### config.mk
export PLATFORM = sky130hd
export DESIGN_NAME = hic_top
export DESIGN_NICKNAME = d
export VERILOG_FILES = /design/src/rtl/hic_pkg.sv /design/src/rtl/hic_edge_detect.sv /design/src/rtl/hic_status.sv /design/src/rtl/hic_mask_reg.sv /design/src/rtl/hic_pin_drive.sv /design/src/rtl/hic_top.sv
export SDC_FILE = /design/constraint.sdc
export NUM_CORES = 1
export LEC_CHECK = 0
export ABC_AREA = 1
export BUFFER_PORTS_ARGS = -buffer_cell sky130_fd_sc_hd__buf_2
export CORE_MARGIN = 4
export CORE_UTILIZATION = 50
export DETAILED_ROUTE_END_ITERATION = 16
export HOLD_SLACK_MARGIN = 0.02
export MAX_ROUTING_LAYER = met4
export PLACE_DENSITY = 0.86
export SYNTH_ARGS = -nofsm -noshare
export SYNTH_HDL_FRONTEND = slang
export SYNTH_SLANG_ARGS = --single-unit
### constraint.sdc
create_clock -name clk -period 1.9 [get_ports clk]
set_input_delay 0.19 -clock clk [delete_from_list [all_inputs] [get_ports clk]]
set_output_delay 0.19 -clock clk [all_outputs]
set_load 0.01 [all_outputs]
### src/rtl/hic_pkg.sv
package hic_pkg;

   typedef enum logic [2:0] {
      HIC_A_MASK = 3'd0,
      HIC_A_MSET = 3'd1,
      HIC_A_MCLR = 3'd2,
      HIC_A_PEEK = 3'd3,
      HIC_A_TAKE = 3'd4,
      HIC_A_ACK  = 3'd5,
      HIC_A_CFG  = 3'd6
   } hic_addr_e;

   // source positions in the status word
   localparam int HIC_SRC_RXB0   = 0;
   localparam int HIC_SRC_TXDATA = 1;
   localparam int HIC_SRC_TXXFER = 2;
   localparam int HIC_SRC_RXB1   = 3;
   localparam int HIC_SRC_RXXFER = 4;
   localparam int HIC_SRC_EVT_A  = 5;
   localparam int HIC_SRC_EVT_B  = 6;
   localparam int HIC_SRC_WAKE   = 7;
   localparam int HIC_SRC_TRC_A  = 8;
   localparam int HIC_SRC_TRC_B  = 9;
   localparam int HIC_SRC_CMDDN  = 10;
   localparam int HIC_SRC_INITDN = 14;

   localparam logic [15:0] HIC_USED_DEFAULT =
      (16'h1 << HIC_SRC_RXB0)   | (16'h1 << HIC_SRC_TXDATA) |
      (16'h1 << HIC_SRC_TXXFER) | (16'h1 << HIC_SRC_RXB1)   |
      (16'h1 << HIC_SRC_RXXFER) | (16'h1 << HIC_SRC_EVT_A)  |
      (16'h1 << HIC_SRC_EVT_B)  | (16'h1 << HIC_SRC_WAKE)   |
      (16'h1 << HIC_SRC_TRC_A)  | (16'h1 << HIC_SRC_TRC_B)  |
      (16'h1 << HIC_SRC_CMDDN)  | (16'h1 << HIC_SRC_INITDN);

   localparam int HIC_CFG_EN_BIT  = 5;
   localparam int HIC_CFG_LOW_BIT = 7;

endpackage

### src/rtl/hic_edge_detect.sv
module hic_edge_detect #(
   parameter int N = 16
) (
   input  logic         clk,
   input  logic         rst_n,
   input  logic [N-1:0] src_i,
   output logic [N-1:0] rise_o
);

   logic [N-1:0] prev_q;

   for (genvar i = 0; i < N; i++) begin : g_bit
      always_ff @(posedge clk or negedge rst_n) begin
         if (!rst_n) prev_q[i] <= 1'b0;
         else        prev_q[i] <= src_i[i];
      end
      assign rise_o[i] = src_i[i] & ~prev_q[i];
   end

endmodule

### src/rtl/hic_status.sv
module hic_status #(
   parameter int         N    = 16,
   parameter logic [N-1:0] USED = '1
) (
   input  logic         clk,
   input  logic         rst_n,
   input  logic [N-1:0] rise_i,
   input  logic [N-1:0] ack_i,
   input  logic         take_i,
   output logic [N-1:0] status_o
);

   for (genvar i = 0; i < N; i++) begin : g_bit
      logic st_q;
      logic keep;
      assign keep = st_q & ~ack_i[i] & ~take_i;
      always_ff @(posedge clk or negedge rst_n) begin
         if (!rst_n) st_q <= 1'b0;
         else        st_q <= (rise_i[i] & USED[i]) | keep;
      end
      assign status_o[i] = st_q;
   end

endmodule

### src/rtl/hic_mask_reg.sv
module hic_mask_reg #(
   parameter int           N     = 16,
   parameter logic [N-1:0] RESET = '0
) (
   input  logic         clk,
   input  logic         rst_n,
   input  logic         wr_all_i,
   input  logic         wr_set_i,
   input  logic         wr_clr_i,
   input  logic [N-1:0] wdata_i,
   output logic [N-1:0] mask_o
);

   logic [N-1:0] mask_q;
   logic [N-1:0] mask_d;

   always_comb begin
      mask_d = mask_q;
      if (wr_all_i)      mask_d = wdata_i;
      else if (wr_set_i) mask_d = mask_q | wdata_i;
      else if (wr_clr_i) mask_d = mask_q & ~wdata_i;
   end

   always_ff @(posedge clk or negedge rst_n) begin
      if (!rst_n) mask_q <= RESET;
      else        mask_q <= mask_d;
   end

   assign mask_o = mask_q;

endmodule

### src/rtl/hic_pin_drive.sv
module hic_pin_drive #(
   parameter int N = 16
) (
   input  logic         clk,
   input  logic         rst_n,
   input  logic [N-1:0] status_i,
   input  logic [N-1:0] mask_i,
   input  logic         en_i,
   input  logic         low_i,
   output logic         irq_o
);

   logic pending;
   logic irq_q;

   assign pending = |(status_i & ~mask_i);

   always_ff @(posedge clk or negedge rst_n) begin
      if (!rst_n) irq_q <= 1'b0;
      else        irq_q <= (en_i & pending) ^ low_i;
   end

   assign irq_o = irq_q;

endmodule

### src/rtl/hic_top.sv
module hic_top
   import hic_pkg::*;
#(
   parameter int           NUM_SRC    = 16,
   parameter int           ADDR_W     = 4,
   parameter int           DATA_W     = 32,
   parameter logic [15:0]  MASK_RESET = 16'h0001,
   parameter logic [15:0]  USED_BITS  = HIC_USED_DEFAULT
) (
   input  logic               clk,
   input  logic               rst_n,
   input  logic [NUM_SRC-1:0] src_i,
   input  logic [ADDR_W-1:0]  bus_addr,
   input  logic               bus_rd,
   input  logic               bus_wr,
   input  logic [DATA_W-1:0]  bus_wdata,
   output logic [DATA_W-1:0]  bus_rdata,
   output logic               host_irq_o
);

   localparam logic [NUM_SRC-1:0] USED_N  = USED_BITS[NUM_SRC-1:0];
   localparam logic [NUM_SRC-1:0] RESET_N = MASK_RESET[NUM_SRC-1:0];

   if (NUM_SRC < 1 || NUM_SRC > 16) begin : g_bad_nsrc
      $error("hic_top: NUM_SRC must lie in 1..16");
   end
   if (DATA_W < 16) begin : g_bad_dw
      $error("hic_top: DATA_W must be at least 16");
   end
   if (ADDR_W < 3) begin : g_bad_aw
      $error("hic_top: ADDR_W must be at least 3");
   end

   logic sel_mask, sel_mset, sel_mclr, sel_peek, sel_take, sel_ack, sel_cfg;
   assign sel_mask = (bus_addr == ADDR_W'(HIC_A_MASK));
   assign sel_mset = (bus_addr == ADDR_W'(HIC_A_MSET));
   assign sel_mclr = (bus_addr == ADDR_W'(HIC_A_MCLR));
   assign sel_peek = (bus_addr == ADDR_W'(HIC_A_PEEK));
   assign sel_take = (bus_addr == ADDR_W'(HIC_A_TAKE));
   assign sel_ack  = (bus_addr == ADDR_W'(HIC_A_ACK));
   assign sel_cfg  = (bus_addr == ADDR_W'(HIC_A_CFG));

   logic [NUM_SRC-1:0] wd_n;
   assign wd_n = bus_wdata[NUM_SRC-1:0];
   logic unused_wdata;
   assign unused_wdata = ^bus_wdata;

   logic [NUM_SRC-1:0] rise;
   logic [NUM_SRC-1:0] status;
   logic [NUM_SRC-1:0] mask;
   logic [NUM_SRC-1:0] ack_bits;
   logic               take;

   assign ack_bits = (bus_wr && sel_ack) ? wd_n : '0;
   assign take     = bus_rd && sel_take;

   hic_edge_detect #(.N(NUM_SRC)) u_edge (
      .clk    (clk),
      .rst_n  (rst_n),
      .src_i  (src_i),
      .rise_o (rise)
   );

   hic_status #(.N(NUM_SRC), .USED(USED_N)) u_stat (
      .clk      (clk),
      .rst_n    (rst_n),
      .rise_i   (rise),
      .ack_i    (ack_bits),
      .take_i   (take),
      .status_o (status)
   );

   hic_mask_reg #(.N(NUM_SRC), .RESET(RESET_N)) u_mask (
      .clk      (clk),
      .rst_n    (rst_n),
      .wr_all_i (bus_wr && sel_mask),
      .wr_set_i (bus_wr && sel_mset),
      .wr_clr_i (bus_wr && sel_mclr),
      .wdata_i  (wd_n),
      .mask_o   (mask)
   );

   logic cfg_en_q, cfg_low_q;
   always_ff @(posedge clk or negedge rst_n) begin
      if (!rst_n) begin
         cfg_en_q  <= 1'b0;
         cfg_low_q <= 1'b0;
      end else if (bus_wr && sel_cfg) begin
         cfg_en_q  <= bus_wdata[HIC_CFG_EN_BIT];
         cfg_low_q <= bus_wdata[HIC_CFG_LOW_BIT];
      end
   end

   hic_pin_drive #(.N(NUM_SRC)) u_pin (
      .clk      (clk),
      .rst_n    (rst_n),
      .status_i (status),
      .mask_i   (mask),
      .en_i     (cfg_en_q),
      .low_i    (cfg_low_q),
      .irq_o    (host_irq_o)
   );

   always_comb begin
      bus_rdata = '0;
      if (bus_rd) begin
         if (sel_mask)                 bus_rdata = DATA_W'(mask);
         else if (sel_peek || sel_take) bus_rdata = DATA_W'(status);
         else if (sel_cfg) begin
            bus_rdata[HIC_CFG_EN_BIT]  = cfg_en_q;
            bus_rdata[HIC_CFG_LOW_BIT] = cfg_low_q;
         end
      end
   end

endmodule

==> results.ini <==
[critical_path]
worst_ep_required_time_ns=1.71
arrival_ns=1.37
r2r_setup_slack_ns=0.58
crit_chain=buf_2 -> inv_1 -> nand2_4 -> o22ai_4 -> buf_12 -> nand2_1 -> a31oi_1 -> buf_2
cp_max_fo=18
setup.worst_path.class=input pin to output port
critPathLaunch=bus_addr[1]
slowest_delay_ns=0.19
end_kind=output port
critPathLaunchType=input pin
cpMaxStageDelayCell=o22ai_4
cpMostUsedCell=buf_2

[synth]
syn_avg_cell_area_um2=8.06
synth_cell_types=28
synth_cells=300
async_flop_share_pct=100
ys.flop_type=dfrtp_1
synthesis.area_um2=2420
synth-seq-cells=47
synth_top_cells_by_area=dfrtp_1, nand2_1, inv_1
synth_edf_count=0
yosys_warnings=0
netlist.top_cell.by_area=dfrtp_1
synth_most_common_cell=nand2_1
yosys.area.top_type_share_pct=47.6
synthTopCellsByCount=nand2_1, inv_1, dfrtp_1
ys_seq_area_share_pct=48.7

[pwr]
vdd_ir_drop_max_uv=624
power_density_nw_per_um2=824
leakage_uw=0.00154

[global_routing]
grt-ovfl-total=0
grt_pass1_wl_um=9830
busiest_layer=met2
grtUsageMet2_pct=33.7
antenna_found_initial=0
grt_max_degree=48
grtUsageMet1_pct=26.5
grt_usage_pct=21.1
grtUsageMet3_pct=4.41
grt_pass1_vias=2189

[route]
vias=2183
drt_iter0_markers=233
wl_um=5690
drc=0
via_per_inst=5.15
wire_per_inst_um=13.4
ant_nets=0
drt_first_pass_iters=4

[timing]
period_needed_ns=1.56
setup_viol_count_final=0
rsz0062_at_grt=false
finalSetupTns_ns=0
max_freq_mhz=640
relSlewSlack_pct=58.0
finalHoldViolCount=0
period_share_pct=82.2
holdWs_ns=0.144
fin_skew_ns=0.00460
setup_ws_ns=0.339
maxSlewViolCount=0
tightest_slew_ns=0.628

[outcome]
status=finished, final reports clean

[final_layout]
final_area_um2=2950
final_util_pct=62.9
area_growth_pct=22.0
antenna_cells=0
drive_above_1_share_pct=21.1
final_nets=425

[clock_network]
clock_latency_ns=0.31
clock-root-buffer=clkbuf_8
cts_setup_buffers=0
cts_made_buffers=5
clkTransAtPathRegs_ns=0.09
cts.sinks=47
clockBufferDepth=2
htreeDepth=2
cts_tree=done

[placed_design]
hpwl_um=3990
portBuffers=52
dp_slack_ns=0.356
post_dp_cell_area_um2=2700
gp_congestion=0.805

[floorplan]
start_util_pct=51.5
fp.dieW_um=77.5
pin_count=89
die_area_um2=6010
rows=25
die_h_um=77.5
core_um2=4690

[worst_hold_path]
min_from=bus_wdata[0]
hold_class=input pin to register

[flow_run]
cap_viol_max_count=0

metal layers:
metal / wire length [um] / vias to the layer above
met5: 0 / -
li1: - / 1068
met4: 93 / 0
met1: 2380 / 1034
met2: 2860 / 71
met3: 350 / 10
where the power goes:
part | total (uW) | internal [uW] | switching, uW | leakage (uW)
sequential | 1200 | 1130 | 70.4 | 0.000540
clock | 759 | 426 | 334 | 0.0000612
combinational | 469 | 183 | 286 | 0.000942
logic make-up (layout without fill, tap and decap cells):
group / Yosys count / count (layout) / share of synthesized area, %
AOI/OAI and AO/OA: 80 / 80 / 18.7
buffers and inverters: 79 / 134 / 15.6
DFF: 47 / 47 / 48.7
other: 1 / 16 / 0.155
and+or+nand+nor: 93 / 93 / 16.8
area by class of cell:
type	count	area [um2]
clock buffer	6	82.6
fill	411	1740
multi-input combinational	189	920
tap	54	67.6
timing repair buffer	71	460
clock inverter	2	35.0
inverter	55	206
sequential	47	1180
stage by stage:
step	power, uW	std cells
after global placement	1640	403
after CTS	2440	424
after detailed placement	1670	403
after floorplan	1520	315
final	2430	424
after global routing	2570	424
placed cells by master, fill, tap and decap left out, drive strengths merged:
| cell type | synthesis | routed |
|---|---|---|
| a21oi | 30 | 30 |
| a31oi | 2 | 2 |
| and2 | 1 | 1 |
| buf | 23 | 58 |
| bufinv | 0 | 1 |
| clkbuf | 1 | 6 |
| clkinv | 1 | 2 |
| conb | 1 | 16 |
| dfrtp | 46 | 46 |
| dfstp | 1 | 1 |
| dlygate4sd3 | 0 | 13 |
| inv | 54 | 54 |
| nand2 | 73 | 73 |
| nand3 | 3 | 3 |
| nand4 | 1 | 1 |
| nor2 | 13 | 13 |
| nor3 | 2 | 2 |
| o21ai | 19 | 19 |
| o22ai | 29 | 29 |
worst max-delay path, delay by kind of cell:
family	cells	cell delay, ns
AOI/OAI and AO/OA	2	0.36
buffers and inverters	4	0.58
and+or+nand+nor	2	0.24
timing repair:
item	4_1_cts	5_1_grt
gates resized for setup	0	0
endpoints found under the hold margin	58	0
hold buffers	13	0
path summary, 6_finish.rpt:
| path | endpoint | cells past startpoint |
|---|---|---|
| max | bus_rdata[5] | 8 |
| min | register | 3 |
| max reg2reg | u_pin.irq_o | 8 |
| min reg2reg | u_stat.g_bit[3].st_q | 1 |
| max in group asynchronous | async pin | 3 |
| min in group asynchronous | u_edge.prev_q[2] | 3 |
No activity file was read; power rests on OpenSTA's default activity.
